[src/rtl/trip_guard_pkg.sv]
`timescale 1ns/1ps
package trip_guard_pkg;
    localparam int NUM_SRC   = 3;
    localparam int NUM_PAIRS = 2;
    localparam int PAIR_PINS = 2;
    localparam int NUM_PINS  = NUM_PAIRS * PAIR_PINS;
    localparam int REG_W     = 8;

    localparam logic ADDR_CFG  = 1'b0;
    localparam logic ADDR_STAT = 1'b1;

    typedef enum logic [1:0] {
        SAFE_LOW  = 2'b00,
        SAFE_HIGH = 2'b01,
        SAFE_OFF  = 2'b10,
        SAFE_OFF2 = 2'b11
    } safe_e;

    typedef struct packed {
        logic [1:0]         pair1_safe;
        logic [1:0]         pair0_safe;
        logic               auto_restart;
        logic [NUM_SRC-1:0] src_en;
    } cfg_t;

    typedef struct packed {
        logic flag;
        logic hold;
    } latch_t;
endpackage

[src/rtl/trip_sync.sv]
`timescale 1ns/1ps
module trip_sync #(
    parameter int WIDTH  = 3,
    parameter int STAGES = 2
) (
    input  logic             clk,
    input  logic             rst_n,
    input  logic [WIDTH-1:0] async_in,
    output logic [WIDTH-1:0] sync_out
);
    logic [STAGES-1:0][WIDTH-1:0] chain_d, chain_q;

    always_comb begin
        chain_d[0] = async_in;
        for (int s = 1; s < STAGES; s++) begin
            chain_d[s] = chain_q[s-1];
        end
    end

    always_ff @(posedge clk or negedge rst_n) begin
        if (!rst_n) chain_q <= '0;
        else        chain_q <= chain_d;
    end

    assign sync_out = chain_q[STAGES-1];
endmodule

[src/rtl/trip_cfg_regs.sv]
`timescale 1ns/1ps
module trip_cfg_regs
    import trip_guard_pkg::*;
(
    input  logic             clk,
    input  logic             rst_n,
    input  logic             wr_en,
    input  logic [REG_W-1:0] wdata,
    output cfg_t             cfg
);
    cfg_t cfg_d, cfg_q;

    always_comb begin
        cfg_d = cfg_q;
        if (wr_en) cfg_d = cfg_t'(wdata);
    end

    always_ff @(posedge clk or negedge rst_n) begin
        if (!rst_n) cfg_q <= '0;
        else        cfg_q <= cfg_d;
    end

    assign cfg = cfg_q;
endmodule

[src/rtl/trip_latch.sv]
`timescale 1ns/1ps
module trip_latch
    import trip_guard_pkg::*;
(
    input  logic clk,
    input  logic rst_n,
    input  logic trip_live,
    input  logic auto_restart,
    input  logic stat_wr,
    input  logic stat_flag_wdata,
    input  logic period_start,
    output logic flag,
    output logic hold
);
    latch_t st_d, st_q;

    always_comb begin
        st_d = st_q;
        // flag: a live fault wins and also blocks any write
        if (trip_live)         st_d.flag = 1'b1;
        else if (stat_wr)      st_d.flag = stat_flag_wdata;
        else if (auto_restart) st_d.flag = 1'b0;
        // hold: follows a set flag, released only at a period boundary
        if (st_q.flag)         st_d.hold = 1'b1;
        else if (period_start) st_d.hold = 1'b0;
    end

    always_ff @(posedge clk or negedge rst_n) begin
        if (!rst_n) st_q <= '0;
        else        st_q <= st_d;
    end

    assign flag = st_q.flag;
    assign hold = st_q.hold;
endmodule

[src/rtl/trip_pin_mux.sv]
`timescale 1ns/1ps
module trip_pin_mux
    import trip_guard_pkg::*;
(
    input  logic                       force_safe,
    input  logic [NUM_PAIRS-1:0][1:0]  pair_code,
    input  logic [NUM_PINS-1:0]        pwm_in,
    output logic [NUM_PINS-1:0]        pin_out,
    output logic [NUM_PINS-1:0]        pin_oe
);
    for (genvar i = 0; i < NUM_PINS; i++) begin : g_pin
        localparam int PAIR = i / PAIR_PINS;
        logic [1:0] drv; // {oe, value}

        always_comb begin
            if (!force_safe) begin
                drv = {1'b1, pwm_in[i]};
            end else begin
                case (safe_e'(pair_code[PAIR]))
                    SAFE_LOW:  drv = 2'b10;
                    SAFE_HIGH: drv = 2'b11;
                    default:   drv = 2'b00;
                endcase
            end
        end

        assign pin_out[i] = drv[0];
        assign pin_oe[i]  = drv[1];
    end
endmodule

[src/rtl/pwm_trip_guard.sv]
`timescale 1ns/1ps
module pwm_trip_guard
    import trip_guard_pkg::*;
#(
    parameter int SYNC_STAGES = 2
) (
    input  logic                clk,
    input  logic                rst_n,
    input  logic                cmp_a_trip,
    input  logic                cmp_b_trip,
    input  logic                fault_n,
    input  logic                period_start,
    input  logic [NUM_PINS-1:0] pwm_pin_in,
    input  logic                reg_wr,
    input  logic                reg_addr,
    input  logic [REG_W-1:0]    reg_wdata,
    output logic [REG_W-1:0]    reg_rdata,
    output logic [NUM_PINS-1:0] pin_out,
    output logic [NUM_PINS-1:0] pin_oe
);
    logic [NUM_SRC-1:0]       trip_raw_vec;
    logic [NUM_SRC-1:0]       trip_sync_vec;
    logic                     raw_trip;
    logic                     trip_live;
    logic                     flag_q;
    logic                     hold_q;
    logic                     force_safe;
    cfg_t                     cfg_q;
    logic [NUM_PAIRS-1:0][1:0] pair_code;

    // bit 0: comparator A, bit 1: comparator B, bit 2: fault pin (low = trip)
    assign trip_raw_vec = {~fault_n, cmp_b_trip, cmp_a_trip};

    trip_sync #(.WIDTH(NUM_SRC), .STAGES(SYNC_STAGES)) u_sync (
        .clk      (clk),
        .rst_n    (rst_n),
        .async_in (trip_raw_vec),
        .sync_out (trip_sync_vec)
    );

    trip_cfg_regs u_cfg (
        .clk   (clk),
        .rst_n (rst_n),
        .wr_en (reg_wr && (reg_addr == ADDR_CFG)),
        .wdata (reg_wdata),
        .cfg   (cfg_q)
    );

    assign raw_trip  = |(trip_raw_vec  & cfg_q.src_en);
    assign trip_live = |(trip_sync_vec & cfg_q.src_en);

    trip_latch u_latch (
        .clk             (clk),
        .rst_n           (rst_n),
        .trip_live       (trip_live),
        .auto_restart    (cfg_q.auto_restart),
        .stat_wr         (reg_wr && (reg_addr == ADDR_STAT)),
        .stat_flag_wdata (reg_wdata[0]),
        .period_start    (period_start),
        .flag            (flag_q),
        .hold            (hold_q)
    );

    // asynchronous path uses the raw condition; registered state keeps it
    assign force_safe = raw_trip | flag_q | hold_q;
    assign pair_code  = {cfg_q.pair1_safe, cfg_q.pair0_safe};

    trip_pin_mux u_mux (
        .force_safe (force_safe),
        .pair_code  (pair_code),
        .pwm_in     (pwm_pin_in),
        .pin_out    (pin_out),
        .pin_oe     (pin_oe)
    );

    always_comb begin
        if (reg_addr == ADDR_STAT)
            reg_rdata = {{(REG_W-3){1'b0}}, hold_q, trip_live, flag_q};
        else
            reg_rdata = REG_W'(cfg_q);
    end
endmodule

[config.mk]
export PLATFORM = sky130hd
export DESIGN_NAME = pwm_trip_guard
export DESIGN_NICKNAME = d
export VERILOG_FILES = /design/src/rtl/trip_guard_pkg.sv /design/src/rtl/trip_sync.sv /design/src/rtl/trip_cfg_regs.sv /design/src/rtl/trip_latch.sv /design/src/rtl/trip_pin_mux.sv /design/src/rtl/pwm_trip_guard.sv
export SDC_FILE = /design/constraint.sdc
export NUM_CORES = 1
export LEC_CHECK = 0
export CORE_MARGIN = 3
export CORE_UTILIZATION = 40
export CTS_CLUSTER_DIAMETER = 60
export CTS_CLUSTER_SIZE = 30
export DETAILED_ROUTE_END_ITERATION = 7
export DONT_BUFFER_PORTS = 1
export PLACE_DENSITY = 0.65
export REMOVE_ABC_BUFFERS = 1
export SLEW_MARGIN = 5
export SYNTH_ARGS = -nofsm -noshare
export SYNTH_HDL_FRONTEND = slang
export SYNTH_SLANG_ARGS = --single-unit
[constraint.sdc]
create_clock -name clk -period 3.8 [get_ports clk]
set_input_delay 0.38 -clock clk [delete_from_list [all_inputs] [get_ports clk]]
set_output_delay 0.38 -clock clk [all_outputs]
set_load 0.01 [all_outputs]
==> impl_results.md <==
* Min-Delay Path Class: in -> reg
* Grt ovf at 0
* Crit path max-delay cell type: dfrtp_1
* N_diodes at 0
* Via count of the first global-routing pass at 441
* Mapped cell area at 711.9 sq um
* Gr usage total at 13.06%
* DR vias/cell at 5.346
* Worst EP required at 3.42 ns
* Reg2reg path depth at 2
* Peak VDD IR at 0.2816 mV
* Largest family of logic cells by synthesized area: multiplexers
* CTS H-tree depth at 1
* Post-CTS Setup Inserts at 0
* Clock slew at reported path FFs at 0.09 ns
* Synth Area in Simple Gates at 11.60%
* Least-Margin Pin Slew at 0.6899 ns
* Register bit total from synthesis at 16
* Hold_ws at 0.1107 ns
* Layout cells sized above 1 at 31.58%
* Hold Path Depth at 0
* Crit-path cells: a211o_1 > a221o_1 > mux2_2
* Worst EP arrival at 1.71 ns
* Setup violations, final at 0
* Global placement routability congestion at 0.6943
* Synth Area in Adders at 0%
* CP Launch Type: flop
* # IOs at 36
* Yosys top cell by area: dfrtp_1
* First-pass GRT wire length at 1973 um
* Setup tns final at 0 ns
* Fin nets at 78
* Post-CTS sizing at 0
* Max-cap viol count at 0
* R2R Path End: u_latch.flag
* Mean routed wirelength per cell at 15.94 um
* Clock insertion delay at the later pin of the skew report at 0.29 ns
* Port-buffer cells at 0
* CTS tree: done
* Post-route ant nets at 0
* Post-route clock skew at 0.001956 ns
* Cts bufs inserted at 3
* Leakage power at 0.3236 nW
* DPL Wire Length at 1008 um
* R2R setup slack at 2.70 ns
* Status: finished clean
* Clock Sinks at 16
* Largest net degree at the start of global routing at 17
* Synth Warn # at 0
* Mapped Cells at 56
* Launch point of the worst reg-to-reg path: u_cfg.cfg[0]
* DRC Markers at 0
* Core footprint at 1594 sq um
* Pins Over Slew Limit at 0
* Critical path class: reg -> out
* Crit-path max FO at 6
* Mean post-synth cell area at 12.71 sq um
* Max incr delay on CP at 0.42 ns
* CTS Hold Bufs at 1
* Vias after detailed routing at 433
* Max_slew headroom at 53.91%
* RSZ-0062 raised after global routing: false
* DR pass1 iterations at 4
* Cell area power density at 497.6 nW/um^2
* CP endpoint kind: primary output
* Final hold viol count at 0
* Highest clock rate at 0.4785 GHz
* Unique masters post-synth at 15
* Xor-xnor portion of the synthesized cell area at 0%
* Final wirelength at 1291 um
* Initial Utilization at 44.66%
* Hold Path End: u_sync.chain_d[3]
* Die Span Y at 48.19 um
* Die area at 2322 sq um
* Synth area leaders: dfrtp_1 (56%), mux2_2 (22%), nor2b_1 (7.0%)
* Dpl cell area at 719.4 sq um
* Tcrit/Tclk final at 55.00%
* Initial antenna violation count at 0
* Root Driver: clkbuf_4
* Final instance area at 765.7 sq um
* Synth Area in Compound Gates at 5.800%
* Mux cell area share after synthesis at 22.14%
* Die width at 48.19 um
* DR iter-0 viols at 6
* Max Buffers Root-to-Sink at 2
* Post-route minimum period at 2.090 ns
* Hold_sp: cmp_a_trip
* Area share of the largest cell type after synthesis at 56.24%
* Fraction of the yosys area taken by sequential cells at 56.24%
* P&R area growth vs syn at 7.557%
* Rows at 14
sequential cells by signal (all words and copies together), names as in the netlist:
signal,flops
u_sync.chain_d,3
u_latch.hold,1
u_latch.flag,1
u_sync.sync_out,3
u_cfg.cfg,8
layout make-up:
class | count | area, sq um
repair buffers | 1 | 10.01
fillers | 148 | 828.3
flip-flops and latches | 16 | 400.4
clock buffers | 4 | 36.28
inverters | 2 | 7.507
multi-input cells | 34 | 281.5
well taps | 24 | 30.03
critical path, delay by kind of cell (launching register included):
kind	cells	cell delay (ns)
AOI/OAI and AO/OA	2	0.66
DFF	1	0.42
muxes	1	0.34
worst max path at each step:
| stage | cells past startpoint | slack, ns | from | endpoint |
|---|---|---|---|---|
| after global routing | 3 | 1.63 | u_latch.flag | pin_out[3] |
| after floorplan | 3 | 2.12 | cmp_a_trip | pin_out[0] |
| after global placement | 3 | 2.06 | u_latch.flag | pin_out[1] |
| final | 3 | 1.71 | u_latch.flag | pin_out[1] |
| after detailed placement | 3 | 2.02 | u_latch.flag | pin_out[1] |
| after CTS | 3 | 1.69 | u_latch.flag | pin_out[1] |
kinds of logic (layout without fill, tap and decap cells):
family,count (synthesis),in the layout
buffers and inverters,6,7
multiplexers,14,14
AND/OR/NAND/NOR,15,15
AO/OA/AOI/OAI,5,5
flip-flops,16,16
cells in the mapped netlist:
master and instances:
nand3b_1 1, mux2_2 14, clkbuf_1 2, nor2_1 1
a211o_1 1, buf_4 2, a21oi_1 1, nor2b_1 8
inv_1 2, a21o_1 1, dfrtp_1 16, a222oi_1 1
a221o_1 1, nand2_1 3, nand3_1 2
placed cells by master, fill, tap and decap left out:
master / Yosys / final
nor2_1: 1 / 1
dfrtp_1: 16 / 16
nand3b_1: 1 / 1
nor2b_1: 8 / 8
a21oi_1: 1 / 1
clkbuf_4: 0 / 3
nand2_1: 3 / 3
inv_1: 2 / 2
nand3_1: 2 / 2
mux2_2: 14 / 14
a21o_1: 1 / 1
a221o_1: 1 / 1
a222oi_1: 1 / 1
a211o_1: 1 / 1
dlygate4sd3_1: 0 / 1
clkbuf_8: 0 / 1
metrics by stage:
step | std cells | power [W] | utilization (%) | worst slack [ns]
after floorplan | 52 | 0.0002599 | - | 2.120
after global placement | 76 | 0.0002700 | 45.13 | 2.059
after detailed placement | 76 | 0.0002710 | 45.13 | 2.024
after CTS | 81 | 0.0003881 | 48.04 | 1.689
after global routing | 81 | 0.0004067 | 48.04 | 1.631
final | 81 | 0.0003810 | 48.04 | 1.710
power by group:
part / switching, W / internal (W)
Clock: 0.0000531 / 0.0000584
Sequential: 0.0000142 / 0.000189
Combinational: 0.0000347 / 0.0000312
per-layer routing:
metal / share of wire [%] / vias to the layer above / track usage, %
met3: 8.0 / 3 / 9.225
met1: 41 / 218 / 14.72
li1: - / 191 / -
met4: 1.0 / 0 / 3.226
met2: 50 / 21 / 20.05
met5: 0 / - / 0
No activity file was read; power rests on OpenSTA's default activity.
